### src/rtl/serial_delay_cfg.sv
module serial_delay_cfg #(
  parameter int WORD_W      = 11,
  parameter int SYNC_STAGES = 2
) (
  input  logic              clk,
  input  logic              rst_n,
  input  logic              ser_clk,
  input  logic              ser_data,
  input  logic              ser_load,
  output logic              phase_sel,
  output logic              mode_sel,
  output logic [WORD_W-3:0] delay_code,
  output logic              count_err
);
  localparam int CNT_W = $clog2(WORD_W + 2) + 1;

  logic [SYNC_STAGES-1:0] clk_sync, dat_sync, ld_sync;
  logic                   clk_prev, ld_prev;
  logic                   clk_now, dat_now, ld_now;
  logic                   sclk_rise, ld_rise, ld_fall;
  logic [WORD_W-1:0]      shreg, shreg_nxt, latch;
  logic [CNT_W-1:0]       cnt, cnt_inc;

  always_ff @(posedge clk or negedge rst_n) begin
    if (!rst_n) begin
      clk_sync <= '0;
      dat_sync <= '0;
      ld_sync  <= '0;
      clk_prev <= 1'b0;
      ld_prev  <= 1'b0;
    end else begin
      clk_sync <= {clk_sync[SYNC_STAGES-2:0], ser_clk};
      dat_sync <= {dat_sync[SYNC_STAGES-2:0], ser_data};
      ld_sync  <= {ld_sync[SYNC_STAGES-2:0], ser_load};
      clk_prev <= clk_now;
      ld_prev  <= ld_now;
    end
  end

  assign clk_now   = clk_sync[SYNC_STAGES-1];
  assign dat_now   = dat_sync[SYNC_STAGES-1];
  assign ld_now    = ld_sync[SYNC_STAGES-1];
  assign sclk_rise = clk_now & ~clk_prev;
  assign ld_rise   = ld_now & ~ld_prev;
  assign ld_fall   = ld_prev & ~ld_now;

  assign shreg_nxt = sclk_rise ? {dat_now, shreg[WORD_W-1:1]} : shreg;
  assign cnt_inc   = (sclk_rise && cnt != '1) ? cnt + 1'b1 : cnt;

  always_ff @(posedge clk or negedge rst_n) begin
    if (!rst_n) begin
      shreg     <= '0;
      latch     <= '0;
      cnt       <= '0;
      count_err <= 1'b0;
    end else begin
      shreg <= shreg_nxt;
      if (ld_now || ld_prev) latch <= shreg_nxt;
      cnt <= ld_fall ? '0 : cnt_inc;
      if (ld_rise && cnt_inc != CNT_W'(WORD_W)) count_err <= 1'b1;
    end
  end

  assign phase_sel  = latch[0];
  assign mode_sel   = latch[1];
  assign delay_code = latch[WORD_W-1:2];
endmodule

### config.mk
export PLATFORM = sky130hd
export DESIGN_NAME = serial_delay_cfg
export DESIGN_NICKNAME = d
export VERILOG_FILES = /design/src/rtl/serial_delay_cfg.sv
export SDC_FILE = /design/constraint.sdc
export NUM_CORES = 1
export LEC_CHECK = 0
export CAP_MARGIN = 10
export CORE_ASPECT_RATIO = 0.9
export CORE_MARGIN = 2
export CORE_UTILIZATION = 25
export DETAILED_ROUTE_END_ITERATION = 7
export GPL_TIMING_DRIVEN = 0
export PLACE_DENSITY = 0.53
export SYNTH_ARGS = -nofsm -noshare
export SYNTH_HDL_FRONTEND = slang
export SYNTH_SLANG_ARGS = --single-unit
### constraint.sdc
create_clock -name clk -period 2.9 [get_ports clk]
set_clock_uncertainty 0.2 [all_clocks]
set_input_delay 0.29 -clock clk [delete_from_list [all_inputs] [get_ports clk]]
set_output_delay 0.29 -clock clk [all_outputs]
set_load 0.05 [all_outputs]
==> impl_metrics.py, run 1 <==
metrics = {
    "status": {
        "outcome": "complete, no violations",
    },
    "global_routing": {
        "global_route_wire_length_before_repair_um": 3960,
        "grt_util_all_layers": 0.08838,
        "grt_antenna_before_repair": 0,
        "first_global_vias": 853,
        "grt_start_max_net_pins": 37,
        "grt.overflow.total": 0,
    },
    "clock_tree": {
        "worst_skew_late_latency_ps": 280,
        "cts-htree-levels": 2,
        "postCtsSetupRepairBufs": 0,
        "cts.path.max_buffers": 2,
        "clk_pin_slew_ps": 70,
        "tritoncts": "built",
        "cts.sink_count": 36,
        "cts_buffers": 5,
        "clk_root_buffer_cell": "sky130_fd_sc_hd__clkbuf_8",
    },
    "job": {
        "cap_violations": 0,
    },
    "finish": {
        "antennaDiodeCount": 0,
        "area.growth.synth_to_final_pct": 26.62,
        "finalCoreUtilization": 0.3281,
        "numnets_final": 120,
        "n_fill_cell": 522,
        "drive_above_1_share": 0.2982,
    },
    "logic_synthesis": {
        "compound_gate_fraction_of_synth_area": 0.02865,
        "synth-adder-area-share": 0.01848,
        "ys_warn_count": 0,
        "synth_largest_area_cell": "sky130_fd_sc_hd__dfrtp_1",
        "syn-cell-area_sq_um": 1354,
        "synth.net_count": 96,
        "ys_seq_area_frac": 0.6654,
        "netlist-cell-type-count": 20,
        "largest_family_of_logic_cells_by_synthesized_area": "multiplexers",
        "post_synth_main_area_contributors": "sky130_fd_sc_hd__dfrtp_1 67%, sky130_fd_sc_hd__mux2_2 18%, sky130_fd_sc_hd__xor2_1 1.9%",
        "synth_simple_gate_area_share": 0.06377,
        "synthCells": 89,
        "synthMuxAreaShare": 0.1830,
        "avgSynthCellArea_sq_um": 15.21,
        "synth-xor-area-share": 0.02588,
        "post-synth-top-area-fraction": 0.6654,
        "synth_seq_cells": 36,
    },
    "drt": {
        "totalWireLength_um": 2190,
        "detail_route.vias_per_cell": 4.337,
        "routed-via-count": 785,
        "drtIter0Drc": 58,
        "postRouteAntennaNets": 0,
        "detail_route.wl_per_cell_um": 12.10,
        "drc_violations": 0,
        "detailedRoute.firstPassIterationCount": 4,
    },
    "setup_path": {
        "timing.critical_path.to_type": "flop",
        "timing.critical_path.fanout_max": 7,
        "setup.worst_path.class": "reg -> reg",
        "crit_path_start_kind": "flop",
        "crit_path_start": "cnt[0]$_DFF_PN0_",
        "reg2reg_from": "cnt[0]$_DFF_PN0_",
        "cp_data_required_time_ps": 2870,
        "worstPathArrival_ps": 2430,
        "timing.reg2reg.setup_slack_ps": 430,
    },
    "power_and_ir_drop": {
        "p_leak_nw": 0.7470,
        "power.ir.vdd_worst_mv": 0.4425,
        "totalPowerFinal_mw": 1.710,
        "power.density_nw_per_um2": 997.8,
    },
    "sta": {
        "setup-violations-final": 0,
        "fmax_ghz": 0.4055,
        "timing.final.crit_share": 0.8504,
        "hold_viol": 0,
        "tightest_slew_ps": 779.3,
        "rsz0062_at_grt": "no",
        "fin_tns_setup_ps": 0,
        "count_of_pins_over_their_slew_limit": 0,
        "finalCriticalPeriod_ps": 2466,
        "slew_headroom": 0.4804,
        "fin_hold_ws_ps": 154.1,
    },
    "die": {
        "die-width_um": 81.57,
        "placement_rows": 25,
        "initial_core_util": 0.2592,
        "design.die.area_sq_um": 6021,
        "design.core.area_sq_um": 5224,
        "die_h_um": 73.81,
        "io_pins": 17,
    },
    "min_path": {
        "hold_path.class": "reg -> reg",
        "hp-start": "ld_sync[0]$_DFF_PN0_",
    },
    "place": {
        "dp_hpwl_um": 1484,
        "routabilityCongestion": 0.7143,
        "port-buffer-count": 16,
    },
}
-- critical path, cell delays in order, from the launching register on --
cell	delay [ps]
sky130_fd_sc_hd__dfrtp_1	440
sky130_fd_sc_hd__ha_1	260
sky130_fd_sc_hd__and3_1	200
sky130_fd_sc_hd__ha_1	240
sky130_fd_sc_hd__nor3b_4	340
sky130_fd_sc_hd__nand4_1	150
sky130_fd_sc_hd__xor2_1	180
sky130_fd_sc_hd__a311o_1	340
-- cell families after synthesis --
logic type                 count (synthesis)
and+or+nand+nor                           15
muxes                                     22
adders and majority gates                  2
AOI/OAI and AO/OA                          6
buffers and inverters                      4
DFF                                       36
xor gates and xnor gates                   4
-- worst paths after layout --
path | end | depth (start not counted)
min | ld_sync[1]$_DFF_PN0_ | 0
max in group asynchronous | count_err$_DFFE_PN0P_ | 2
min in group asynchronous | latch[5]$_DFFE_PN0P_ | 2
max | count_err$_DFFE_PN0P_ | 7
max reg2reg | count_err$_DFFE_PN0P_ | 7
min reg2reg | ld_sync[1]$_DFF_PN0_ | 0
-- flip-flops by register name (all words and copies together) (netlist names) --
| name | count |
|---|---|
| clk_prev | 1 |
| count_err | 1 |
| shreg | 11 |
| dat_sync | 2 |
| ld_prev | 1 |
| clk_sync | 2 |
| latch | 11 |
| cnt | 5 |
| ld_sync | 2 |
-- power breakdown --
part	total, mW	switching [mW]	internal (mW)
Combinational	0.565	0.336	0.230
Clock	0.428	0.174	0.254
Sequential	0.717	0.0730	0.644
Total	1.71	0.583	1.13
-- stage by stage --
step,instances,area [sq um],worst slack [ps]
after floorplan,89,1354,606.2
after global placement,172,1598,479.2
after detailed placement,172,1593,469.8
after CTS,181,1714,428.4
after global routing,181,1714,193.4
final,181,1714,434.0
-- metal layers --
metal | global-route usage | up-vias | wire length [um]
met1 | 0.1089 | 405 | 1019
met2 | 0.1348 | 14 | 1033
met5 | 0 | - | 0
li1 | - | 362 | -
met3 | 0.03440 | 4 | 96
met4 | 0.04444 | 0 | 41
-- cells in the mapped netlist (all sizes together) --
cell type and n:
a311o 1, nand4 1, nor4b 1, nand2 5, dfrtp 36, a21oi 2, nand2b 1, xor2 3
o21ai 2, mux2 22, inv 2, a2111oi 1, ha 2, buf 2, and3 1, nor2 4
nor4 1, nor3b 1, xnor2 1
-- cell type report --
| cell class | instances | area, sq um | share of cell area |
|---|---|---|---|
| buffer | 2 | 12.51 | 0.007299 |
| clock buffer | 5 | 68.82 | 0.04015 |
| clock inverter | 3 | 42.54 | 0.02482 |
| inverter | 2 | 7.507 | 0.004380 |
| multi-input combinational | 49 | 432.9 | 0.2526 |
| sequential | 36 | 900.9 | 0.5255 |
| tap | 67 | 83.83 | 0.04891 |
| timing repair buffer | 17 | 165.2 | 0.09635 |
-- placed cells by master (no fill, tap or decap), types with 2 or more instances in the layout --
cell type	count
sky130_fd_sc_hd__dfrtp_1	36
sky130_fd_sc_hd__mux2_2	22
sky130_fd_sc_hd__clkdlybuf4s50_1	15
sky130_fd_sc_hd__nand2_1	5
sky130_fd_sc_hd__clkbuf_8	5
sky130_fd_sc_hd__nor2_1	4
sky130_fd_sc_hd__xor2_1	3
sky130_fd_sc_hd__inv_1	2
sky130_fd_sc_hd__o21ai_0	2
sky130_fd_sc_hd__a21oi_1	2
sky130_fd_sc_hd__buf_2	2
sky130_fd_sc_hd__ha_1	2
-- what timing repair did --
item                       in CTS  in global routing
setup endpoints to repair       0                  0
hold endpoints to repair       36                  0
resized for setup               0                  0
hold buffers                    1                  0
Power figures use the tool's default switching activity.
==> run 2: changes to the inputs <==
CELL_PAD_IN_SITES_DETAIL_PLACEMENT = 1   (was not set)
CELL_PAD_IN_SITES_GLOBAL_PLACEMENT = 1   (was not set)
MAX_ROUTING_LAYER = met4   (was not set)
PLACE_DENSITY = 0.59   (was 0.53)
==> impl_metrics.py, run 2 (synthesized netlist as in run 1, its figures left out) <==
metrics = {
    "status": {
        "outcome": "complete, no violations",
    },
    "finish": {
        "area.growth.synth_to_final_pct": 25.05,
        "mostFrequentLayoutCells": "36 x sky130_fd_sc_hd__dfrtp_1, 22 x sky130_fd_sc_hd__mux2_2, 15 x sky130_fd_sc_hd__clkdlybuf4s50_1",
        "biggestRegsByFlops": "latch x11, shreg x11, cnt x5",
        "numnets_final": 120,
        "area.sequential_sq_um": 900.9,
        "antennaDiodeCount": 0,
        "drive_above_1_share": 0.2807,
        "multi_input_comb_area_sq_um": 432.9,
        "postLayoutCellArea_sq_um": 1693,
        "layout_commonest_cell": "sky130_fd_sc_hd__dfrtp_1",
        "n_fill_cell": 553,
    },
    "clock_tree": {
        "cts.path.max_buffers": 2,
        "ctsHoldBuffers": 1,
        "tritoncts": "built",
        "cts-htree-levels": 2,
        "clk_root_buffer_cell": "sky130_fd_sc_hd__clkbuf_8",
        "ctsResizeCount": 0,
        "worst_skew_late_latency_ps": 280,
        "cts_buffers": 5,
        "postCtsSetupRepairBufs": 0,
        "clk_pin_slew_ps": 70,
        "cts.sink_count": 36,
    },
    "place": {
        "port-buffer-count": 16,
        "dp_hpwl_um": 1636,
        "routabilityCongestion": 0.6923,
        "cell_area_placed_sq_um": 1593,
    },
    "setup_path": {
        "r2r_cells": 7,
        "timing.reg2reg.setup_slack_ps": 410,
        "timing.critical_path.to_type": "flop",
        "cp_data_required_time_ps": 2860,
        "crit_path_start_kind": "flop",
        "regToRegEndpoint": "count_err$_DFFE_PN0P_",
        "worstPathArrival_ps": 2450,
        "timing.critical_path.fanout_max": 7,
        "reg2reg_from": "cnt[0]$_DFF_PN0_",
        "setup.worst_path.class": "reg -> reg",
    },
    "min_path": {
        "min_delay_worst_endpoint": "clk_sync[1]$_DFF_PN0_",
        "hp-start": "clk_sync[0]$_DFF_PN0_",
        "hold_path.class": "reg -> reg",
        "min_path_cells": 0,
    },
    "die": {
        "die_h_um": 73.81,
        "io_pins": 17,
        "placement_rows": 25,
        "design.core.area_sq_um": 5224,
        "design.die.area_sq_um": 6021,
        "initial_core_util": 0.2592,
        "die-width_um": 81.57,
    },
    "drt": {
        "detailedRoute.firstPassIterationCount": 2,
        "detail_route.vias_per_cell": 4.298,
        "drtIter0Drc": 25,
        "drc_violations": 0,
        "totalWireLength_um": 2261,
        "postRouteAntennaNets": 0,
        "detail_route.wl_per_cell_um": 12.49,
        "routed-via-count": 778,
    },
    "sta": {
        "setup-violations-final": 0,
        "fmax_ghz": 0.4013,
        "fin_hold_ws_ps": 160.2,
        "finalCriticalPeriod_ps": 2492,
        "fin_tns_setup_ps": 0,
        "rsz0062_at_grt": "no",
        "tightest_slew_ps": 781.3,
        "hold_viol": 0,
        "slew_headroom": 0.4791,
        "timing.final.crit_share": 0.8592,
        "count_of_pins_over_their_slew_limit": 0,
    },
    "global_routing": {
        "grt_antenna_before_repair": 0,
        "global_route_wire_length_before_repair_um": 3953,
        "first_global_vias": 863,
        "grt.overflow.total": 0,
        "grt_start_max_net_pins": 37,
        "grt_util_all_layers": 0.09018,
    },
    "power_and_ir_drop": {
        "power.ir.vdd_worst_mv": 0.5567,
        "power.density_nw_per_um2": 965.4,
        "totalPowerFinal_mw": 1.634,
        "p_leak_nw": 0.7383,
    },
    "job": {
        "cap_violations": 0,
    },
}
[run 2: cell count changes in the layout (fill, tap and decap cells not counted), sizes merged]
cell      delta
clkinv       -1
clkinvlp     -1
bufinv       -1
clkbuf       +3
[run 2: area by class of cell]
class,instances,share of cell area
buffer,2,0.007391
multi-input combinational,49,0.2557
clock buffer,8,0.05322
inverter,2,0.004435
timing repair buffer,17,0.09756
tap,67,0.04952
sequential,36,0.5322
[run 2: power by group]
group | switching, mW | leakage [nW] | internal [mW]
Sequential | 0.0733 | 0.436 | 0.644
Clock | 0.159 | 0.0455 | 0.194
Combinational | 0.336 | 0.257 | 0.229
Total | 0.567 | 0.738 | 1.07
[run 2: critical path: stages, from the launching register on]
cell,delay [ps]
sky130_fd_sc_hd__dfrtp_1,440
sky130_fd_sc_hd__ha_1,260
sky130_fd_sc_hd__and3_1,190
sky130_fd_sc_hd__ha_1,230
sky130_fd_sc_hd__nor3b_4,350
sky130_fd_sc_hd__nand4_1,160
sky130_fd_sc_hd__xor2_1,190
sky130_fd_sc_hd__a311o_1,350
[run 2: worst max path at each step]
stage | from | end | depth (start not counted)
4_1_cts | cnt[0]$_DFF_PN0_ | count_err$_DFFE_PN0P_ | 7
6_report | cnt[0]$_DFF_PN0_ | count_err$_DFFE_PN0P_ | 7
3_5_place_dp | cnt[0]$_DFF_PN0_ | count_err$_DFFE_PN0P_ | 7
3_3_place_gp | cnt[0]$_DFF_PN0_ | count_err$_DFFE_PN0P_ | 7
2_1_floorplan | cnt[0]$_DFF_PN0_ | count_err$_DFFE_PN0P_ | 7
5_1_grt | cnt[0]$_DFF_PN0_ | count_err$_DFFE_PN0P_ | 7
[run 2: per-stage QoR]
step | utilization | cells | worst slack [ps]
finish | 0.3241 | 181 | 408.3
floorplan | - | 89 | 606.2
detailed placement | 0.3049 | 172 | 399.9
global placement | 0.3059 | 172 | 460.6
global route | 0.3241 | 181 | 319.2
CTS | 0.3241 | 181 | 391.3
[run 2: per-layer routing]
layer | GRT usage | vias to the layer above | share of wire
met5 | - | - | 0
met4 | 0.03333 | 0 | 0.014
met3 | 0.03440 | 4 | 0.035
met2 | 0.1466 | 12 | 0.52
met1 | 0.1012 | 402 | 0.43
li1 | - | 360 | -
